### src/rtl/uart_mmio.sv
module uart_mmio #(
  parameter int DEPTH = 32,
  parameter int DIV_W = 10,
  parameter int OS    = 16
) (
  input  logic        clk,
  input  logic        rst_n,
  input  logic        bus_wr,
  input  logic        bus_rd,
  input  logic [4:0]  bus_addr,
  input  logic [31:0] bus_wdata,
  output logic [31:0] bus_rdata,
  input  logic        rxd,
  output logic        txd,
  output logic        irq_rx,
  output logic        irq_tx
);
  localparam int AW = $clog2(DEPTH);
  localparam int OW = $clog2(OS);
  localparam logic [AW:0] FULLC = (AW+1)'(DEPTH);

  logic [31:0] ctrl, osamp;
  logic [DIV_W-1:0] div, bcnt;
  logic [3:0] err;
  logic [7:0] tx_mem [DEPTH];
  logic [7:0] rx_mem [DEPTH];
  logic [AW:0] tx_wp, tx_rp, rx_wp, rx_rp;
  logic tx_busy, rx_busy;
  logic [9:0] tx_sh;
  logic [3:0] tx_n, rx_n;
  logic [OW-1:0] tx_os, rx_os;
  logic [7:0] rx_sh;
  logic [2:0] rx_s;

  wire wr_tx  = bus_wr && bus_addr == 5'h04;
  wire wr_ctl = bus_wr && bus_addr == 5'h08;
  wire wr_st  = bus_wr && bus_addr == 5'h0C;
  wire wr_div = bus_wr && bus_addr == 5'h10;
  wire wr_os  = bus_wr && bus_addr == 5'h14;
  wire clr    = !rst_n || (wr_ctl && bus_wdata[31]);
  wire tx_fl  = wr_ctl && bus_wdata[15];
  wire rx_fl  = wr_ctl && bus_wdata[14];

  wire [AW:0] tx_cnt = tx_wp - tx_rp;
  wire [AW:0] rx_cnt = rx_wp - rx_rp;
  wire tx_full  = tx_cnt == FULLC;
  wire tx_empty = tx_cnt == '0;
  wire rx_full  = rx_cnt == FULLC;
  wire rx_empty = rx_cnt == '0;

  wire tick    = div >= DIV_W'(2) && bcnt == div - DIV_W'(1);
  wire rx_now  = rx_s[1];
  wire rx_prev = rx_s[2];
  wire tx_push = wr_tx && !tx_full;
  wire tx_pop  = tick && !tx_busy && !tx_empty;
  wire rx_pop  = bus_rd && bus_addr == 5'h00 && !rx_empty;
  wire rx_done = rx_busy && tick && rx_n == 4'd9 && rx_os == OW'(OS-1);
  wire rx_brk  = rx_done && !rx_now && rx_sh == 8'h00;
  wire rx_good = rx_done && !rx_brk;
  wire rx_push = rx_good && !rx_full;

  always_ff @(posedge clk) begin
    if (clr) begin
      ctrl <= '0; div <= '0; bcnt <= '0; err <= '0;
      tx_wp <= '0; tx_rp <= '0; rx_wp <= '0; rx_rp <= '0;
      tx_busy <= 1'b0; tx_sh <= '1; tx_n <= '0; tx_os <= '0;
      rx_busy <= 1'b0; rx_n <= '0; rx_os <= '0; rx_sh <= '0; rx_s <= '1;
    end else begin
      if (wr_ctl) ctrl <= bus_wdata & 32'h0000_083F;
      if (wr_div) div <= bus_wdata[DIV_W-1:0];
      bcnt <= (wr_div || tick || div < DIV_W'(2)) ? '0 : bcnt + DIV_W'(1);

      if (tx_fl) begin
        tx_wp <= '0; tx_rp <= '0;
      end else begin
        if (tx_push) tx_wp <= tx_wp + 1'b1;
        if (tx_pop)  tx_rp <= tx_rp + 1'b1;
      end
      if (rx_fl) begin
        rx_wp <= '0; rx_rp <= '0;
      end else begin
        if (rx_push) rx_wp <= rx_wp + 1'b1;
        if (rx_pop)  rx_rp <= rx_rp + 1'b1;
      end

      err <= (err & ~(wr_st ? bus_wdata[3:0] : 4'h0)) |
             {rx_brk, rx_good && !rx_now, 1'b0, rx_good && rx_full};

      if (tx_pop) begin
        tx_busy <= 1'b1;
        tx_sh   <= {1'b1, tx_mem[tx_rp[AW-1:0]], 1'b0};
        tx_n    <= '0;
        tx_os   <= '0;
      end else if (tx_busy && tick) begin
        tx_os <= tx_os + 1'b1;
        if (tx_os == OW'(OS-1)) begin
          tx_sh <= {1'b1, tx_sh[9:1]};
          tx_n  <= tx_n + 1'b1;
          if (tx_n == 4'd9) tx_busy <= 1'b0;
        end
      end

      rx_s <= {rx_s[1:0], rxd};
      if (!rx_busy) begin
        if (rx_prev && !rx_now) begin
          rx_busy <= 1'b1; rx_n <= '0; rx_os <= '0;
        end
      end else if (tick) begin
        rx_os <= rx_os + 1'b1;
        if (rx_n == 4'd0 && rx_os == OW'(OS/2-1)) begin
          if (rx_now) rx_busy <= 1'b0;
          else begin rx_n <= 4'd1; rx_os <= '0; end
        end else if (rx_n != 4'd0 && rx_os == OW'(OS-1)) begin
          rx_os <= '0;
          rx_n  <= rx_n + 1'b1;
          if (rx_n == 4'd9) rx_busy <= 1'b0;
          else rx_sh <= {rx_now, rx_sh[7:1]};
        end
      end
    end
  end

  always_ff @(posedge clk) begin
    if (tx_push) tx_mem[tx_wp[AW-1:0]] <= bus_wdata[7:0];
    if (rx_push) rx_mem[rx_wp[AW-1:0]] <= rx_sh;
  end

  always_ff @(posedge clk) begin
    if (!rst_n) osamp <= '0;
    else if (wr_os) osamp <= bus_wdata & 32'h3F3F_3F3F;
  end

  wire [31:0] status = {18'b0, tx_empty, 1'b0, tx_full, 4'b0,
                        !tx_busy && tx_empty, !tx_full, !rx_empty, err};

  always_comb begin
    case (bus_addr)
      5'h00:   bus_rdata = {24'b0, rx_mem[rx_rp[AW-1:0]]};
      5'h08:   bus_rdata = ctrl;
      5'h0C:   bus_rdata = status;
      5'h10:   bus_rdata = {{(32-DIV_W){1'b0}}, div};
      5'h14:   bus_rdata = osamp;
      default: bus_rdata = '0;
    endcase
  end

  assign txd    = !ctrl[11] && (tx_busy ? tx_sh[0] : 1'b1);
  assign irq_rx = (ctrl[4] && !rx_empty) || |(err & ctrl[3:0]);
  assign irq_tx = ctrl[5] && !tx_full;

  assert_tx_no_overflow_R3: assert property (@(posedge clk) disable iff (!rst_n)
    tx_cnt <= FULLC);
  assert_rx_no_overflow_R5: assert property (@(posedge clk) disable iff (!rst_n)
    rx_cnt <= FULLC);
  assert_ovr_only_when_full_R5: assert property (@(posedge clk) disable iff (!rst_n)
    $rose(err[0]) |-> $past(rx_cnt) == FULLC);
  assert_err_sticky_R8: assert property (@(posedge clk) disable iff (!rst_n)
    !(wr_st || clr) |=> (err & $past(err)) == $past(err));
  assert_brk_line_low_R10: assert property (@(posedge clk) disable iff (!rst_n)
    wr_ctl && bus_wdata[11] && !bus_wdata[31] |=> !txd);
endmodule

### config.mk
export PLATFORM = sky130hd
export DESIGN_NAME = uart_mmio
export DESIGN_NICKNAME = d
export VERILOG_FILES = /design/src/rtl/uart_mmio.sv
export SDC_FILE = /design/constraint.sdc
export NUM_CORES = 1
export LEC_CHECK = 0
export BUFFER_PORTS_ARGS = -buffer_cell sky130_fd_sc_hd__buf_2
export CELL_PAD_IN_SITES_DETAIL_PLACEMENT = 2
export CELL_PAD_IN_SITES_GLOBAL_PLACEMENT = 2
export CORE_ASPECT_RATIO = 1.5
export CORE_MARGIN = 1.5
export CORE_UTILIZATION = 35
export DETAILED_ROUTE_END_ITERATION = 8
export GPL_TIMING_DRIVEN = 0
export PLACE_DENSITY = 0.75
export RECOVER_POWER = 25
export SLEW_MARGIN = 20
export SYNTH_ARGS = -nofsm -noshare
export SYNTH_HDL_FRONTEND = slang
export SYNTH_SLANG_ARGS = --single-unit
### constraint.sdc
create_clock -name clk -period 4.6 [get_ports clk]
set_input_delay 0.92 -clock clk [delete_from_list [all_inputs] [get_ports clk]]
set_output_delay 0.92 -clock clk [all_outputs]
set_load 0.05 [all_outputs]
# Yosys cells after proc, flatten, opt, wreduce, memory -nomap -nowiden
# Memory sizes are Yosys's and may differ from the RTL's. A register that Yosys moved wholly into a read port is not among the register bits.
# Cells that the tools add are included.
op_classes:
  n_addsub: 12
  magnitude_cmp: 2
  n_eq_ne: 16
  mux: 36
  n_bitwise: 6
  reduce_logical: 65
op_table:
  columns: ["cell", "count"]
  rows:
  - ["one-hot mux 30 bit (5 select lines)", 1]
  - ["two-way mux 4 bit", 12]
  - ["logical AND 1 bit", 31]
  - ["two-way mux 9 bit", 3]
  - ["adder 6 x 1 -> 6 bit, second input constant", 4]
  - ["two-way mux 5 bit", 4]
  - ["adder 4 x 1 -> 4 bit, second input constant", 4]
  - ["== test 4 bit, second input constant", 4]
  - ["two-way mux 1 bit", 16]
  - ["== test 6 bit, second input constant", 2]
  - ["zero test 6 bit", 2]
  - ["subtractor 6 bit", 2]
  - ["adder 10 x 1 -> 10 bit, second input constant", 1]
  - ["== test 10 bit", 1]
  - ["== test 5 x 4 -> 1 bit, second input constant", 2]
  - ["== test 5 bit, second input constant", 2]
  - [">= comparator 10 x 2 -> 1 bit, second input constant", 1]
  - ["< comparator 10 x 2 -> 1 bit, second input constant", 1]
  - ["subtractor 10 x 1 -> 10 bit, second input constant", 1]
  - ["zero test 1 bit", 9]
  - ["AND 4 bit", 2]
  - ["zero test 8 bit", 1]
  - ["nonzero test 2 bit", 4]
  - ["OR reduction 2 bit", 4]
  - ["17 further kinds", 23]
totals:
  register_bits: 117
  ramBits: 512
  output_inout_bits: 35
  wordCells: 157
  mem_count: 2
memory_table:
  columns: ["memory", "depth", "word_bits", "rd", "rd_clocked_by_memory_dff", "wr", "line", "rtl"]
  rows:
  - ["rx_mem", 32, 8, 1, 1, 1, "26", "logic [7:0] rx_mem [DEPTH];"]
  - ["tx_mem", 32, 8, 1, 1, 1, "25", "logic [7:0] tx_mem [DEPTH];"]

# Depth between registers and ports, before layout
depth:
  word_depth: 13
  depth_mapped: 11

# Worst setup path after synthesis
# OpenSTA, ideal clock, no wires.
synth_path:
  path_kind: "input port to output port"
  startpoint: "in bus_addr[4]"
  endpoint: "out bus_rdata[6]"
  arrival_time_ps: 3313
  t_required_ps: 3680
  slack_ps: 367
  path_stages: 4
  cell_sequence: "nor4b_1 -> clkbuf_1 -> nand2_1 -> o31ai_1"
synth_via:
  elab_chain_cells: 2
  elab_cells_between_ends: 6
  classes_between: "eq/ne (4); mux (1); reduce/logical (1)"
synth_lines:
  columns: ["element", "line", "rtl"]
  rows:
  - ["start: declaration", "10", "input logic [4:0] bus_addr,"]
  - ["== test 5 bit, or another cell as far along", "137", "case (bus_addr)"]
  - ["one-hot mux 30 bit (5 select lines) (*)", "137", null]
  - ["end: declaration", "12", "output logic [31:0] bus_rdata,"]
# Every way passes the cells marked *; elsewhere a longest branch is shown, timed or not.

# Final worst setup path
layout_path:
  startpoint: "reg div[0]"
  endpoint: "mem rx_mem[24][3] (enable)"
layout_via:
  elab_chain_cells: 13
  elab_cells_between_ends: 14
  classes_between: "add/sub (1); order compare (1); eq/ne (1); mux (2); reduce/logical (9)"
layout_lines:
  columns: ["element", "line", "rtl"]
  rows:
  - ["start: declaration", "23", "logic [DIV_W-1:0] div, bcnt;"]
  - ["start signal: assignment", "70", "if (wr_div) div <= bus_wdata[DIV_W-1:0];"]
  - ["subtractor 10 x 1 -> 10 bit", "51", "wire tick = div >= DIV_W'(2) && bcnt == div - DIV_W'(1);"]
  - ["== test 10 bit", "51", null]
  - ["logical AND 1 bit (*)", "51", null]
  - ["logical AND 1 bit (*) (3 in a row)", "57", "wire rx_done = rx_busy && tick && rx_n == 4'd9 && rx_os == OW'(OS-1);"]
  - ["logical AND 1 bit (2 in a row)", "58", "wire rx_brk = rx_done && !rx_now && rx_sh == 8'h00;"]
  - ["zero test 1 bit", "59", "wire rx_good = rx_done && !rx_brk;"]
  - ["logical AND 1 bit (*)", "59", null]
  - ["logical AND 1 bit (*)", "60", "wire rx_push = rx_good && !rx_full;"]
  - ["two-way mux 1 bit (*)", "125", "if (rx_push) rx_mem[rx_wp[AW-1:0]] <= rx_sh;"]
  - ["two-way mux 1 bit (implied by the code) (*)", "125", null]
  - ["end: declaration", "26", null]
# Marked as above.

==> flow_metrics.tcl <==
set metrics [dict create \
    grt.total_usage_pct 21.2 \
    final_cell_mix "edfxtp_1 (512), nand2_1 (152), mux4_2 (152)" \
    post-route-drc-count 0 \
    min-delay-path-class "reg -> reg" \
    die_y_um 339 \
    hp-start "rx_s[0]" \
    whs_path_depth 1 \
    p_per_area_nw_per_um2 398 \
    violations "max-capacitance violations, max-slew violations, negative setup slack" \
    async_flop_share_pct 0 \
    cts_max_level 3 \
    maxCapViolCount 3 \
    clockBufferDepth 3 \
    place_area_sq_um 28000 \
    gp_congestion 0.876 \
    dr_total_vias 15600 \
    grt_start_max_net_pins 37 \
    tritoncts "built" \
    worstSetupEndpointType "flip-flop" \
    cp.depth 10 \
    cp_max_fo 8 \
    overflow 0 \
    stdcell_area_sq_um 30500 \
    post_cts_buffers 0 \
    cp-startpoint "div[0]" \
    drtIter0Drc 995 \
    antenna_found_initial 4 \
    min_period_over_period_pct 100 \
    firstDrtPassIters 5 \
    path_cells "clkbuf_1 -> inv_1 -> ha_1 -> or4b_1 -> or3_1 -> and2_0 -> nand4bb_1 -> nor4_4 -> nand3_2 -> nor2_2" \
    dieArea_sq_um 77000 \
    ant_nets 0 \
    start_kind "flip-flop" \
    period_minus_slack_ns 4.61 \
    syn_to_final_growth_pct 15.9 \
    rsz0062_at_grt "true" \
    fin_ws_ns -0.0139 \
    synth-seq-cells 639 \
    rr_startpoint "div[0]" \
    hold_viol 0 \
    arrival_ns 4.86 \
    power_mw 12.2 \
    nNetsFinal 1877 \
    required_ns 4.84 \
    setup_viol 7 \
    port_buffers 66 \
    clk_pin_slew_ns 0.07 \
    layout-drive-gt1-share_pct 22.2 \
    die_w_um 227 \
    final-seq-area_sq_um 17900 \
    r2r_cells 10 \
    ys_seq_area_share_pct 68.0 \
    cts_root_buf "clkbuf_16" \
    synth_edf_count 512 \
    dpl_worst_slack_ns -0.339 \
    crit_family "simple AND/OR/NAND/NOR gates" \
    design.core.area_sq_um 74800 \
    wl_per_cell_um 28.1 \
    initial_utilization_pct 35.2 \
    max_freq_ghz 0.217 \
    avgViaCountPerCell 5.46 \
    cpPeakStageDelay_ns 0.65 \
    ys.flop_type "edfxtp_1" \
    synth_cell_types 69 \
    p_leak_nw 9.55 \
    clk_latency_ns 0.63 \
    synth_cells 1668 \
    fillers 7314 \
    outcome "finished with violations" \
    final_common_cell "edfxtp_1" \
    syn_area_sq_um 26400 \
    grt_pass1_vias 17500 \
    multiInputGateArea_sq_um 8190 \
    io_pins 77 \
    synth_warnings 0 \
    ir_drop_mv 0.318 \
    totalWireLength_um 80400 \
    numCtsBuffers 66 \
    clock_sinks 639 \
    maxSlewHeadroom_pct -14.4 \
    critical_path_buf_inv_count 2 \
    skew_ns 0.0354 \
    grt_pass1_wl_um 118000 \
    fp-row-count 123 \
    max_slew.worst_pin.slew_ns 1.72 \
    syn_area_per_cell_sq_um 15.8 \
    maxSlewViolCount 104 \
    cp_slowest_cell "nor4_4" \
    path_class "reg -> reg" \
    hpwl_um 56500 \
]
-- cells in the mapped netlist (3+ instances only) --
library cell,n,share of area (%)
or3_1,14,0.33
nor3_1,17,0.32
nand2_1,152,2.2
nor4b_1,3,0.10
buf_1,16,0.23
nand4_1,7,0.17
o22ai_1,4,0.095
or4_1,11,0.31
a22oi_1,4,0.11
nand3b_1,6,0.17
inv_1,23,0.33
a21oi_1,63,1.2
edfxtp_1,512,58
clkbuf_1,67,0.95
a21boi_0,28,0.80
nand2b_1,10,0.24
dfxtp_1,127,9.6
nor2b_1,15,0.36
buf_2,7,0.13
a2111oi_0,7,0.23
o21ai_0,22,0.42
and3_1,23,0.55
and2_1,5,0.12
o31ai_1,6,0.17
or3b_2,4,0.13
xnor2_1,22,0.73
buf_4,7,0.20
a221oi_1,10,0.33
xor2_1,12,0.40
ha_1,30,1.4
mux4_2,152,13
mux2i_1,38,1.4
o211ai_1,8,0.23
nand3_1,53,1.0
a211oi_1,7,0.20
nor2_1,125,1.8
o21a_1,3,0.085
nor4_1,10,0.24
-- state kept, by name (all words and copies together), names as in the netlist, 6 cells and up, named ones only --
signal,cells
div,10
osamp,24
tx_wp,6
tx_mem,256
bcnt,10
rx_rp,6
tx_rp,6
rx_wp,6
tx_sh,9
ctrl,7
rx_mem,256
rx_sh,8
-- path summary, 6_finish.rpt --
check | end | slack [ns]
worst min register to register | rx_s[1] | 0.41
worst min-delay path | rx_s[1] | 0.41
worst max register to register | rx_mem[24][3] | -0.01
worst max-delay path | rx_mem[24][3] | -0.01
-- report_power, final --
| group | internal, mW | switching [mW] |
|---|---|---|
| registers | 6.20 | 0.00420 |
| clock network | 3.41 | 2.36 |
| logic | 0.0414 | 0.154 |
| total | 9.65 | 2.52 |
-- through the flow --
stage               instances  util [%]  hold slack (ns)  setup TNS, ns
floorplan                1673         -            0.386              0
global placement         2739      37.4            0.391         -15.83
detailed placement       2739      37.4            0.398         -60.64
CTS                      2858      40.7            0.414         -43.14
global route             2858      40.8            0.429         -27.73
finish                   2859      40.8            0.409        -0.0405
-- area by class of cell --
| class | count | area share [%] |
|---|---|---|
| diodes | 1 | 0.00819 |
| plain buffers | 95 | 1.45 |
| clock buffers | 83 | 5.98 |
| clock inverters | 38 | 1.59 |
| inverters | 25 | 0.311 |
| multi-input cells | 912 | 26.8 |
| flip-flops and latches | 639 | 58.7 |
| well taps | 1000 | 4.10 |
| repair buffers | 66 | 1.08 |
-- cell families (layout without fill, tap and decap cells) --
group	Yosys count	count (layout)	synth area share, %
other cells	1	7	0.0142
xor+xnor	34	34	1.13
buf+inv	122	307	1.87
mux	192	192	14.5
simple gates	467	467	8.39
flops	639	639	68.0
compound gates	183	183	4.66
fa+ha+maj	30	30	1.42
-- routing by layer --
layer	routed length (um)	part of all wire, %	up-vias	track usage, %
met4	2960	3.7	4	8.98
met3	3580	4.5	135	3.63
met5	20	0.025	-	0
li1	-	-	6763	-
met2	45300	56	428	40.5
met1	28500	35	8276	22.4
-- repair_timing --
item,in CTS,in global routing
hold buffers,0,0
gates cloned,0,0
setup endpoints to repair,265,263
resized for setup,69,29
Note: power is estimated with default switching activity, not from simulation.
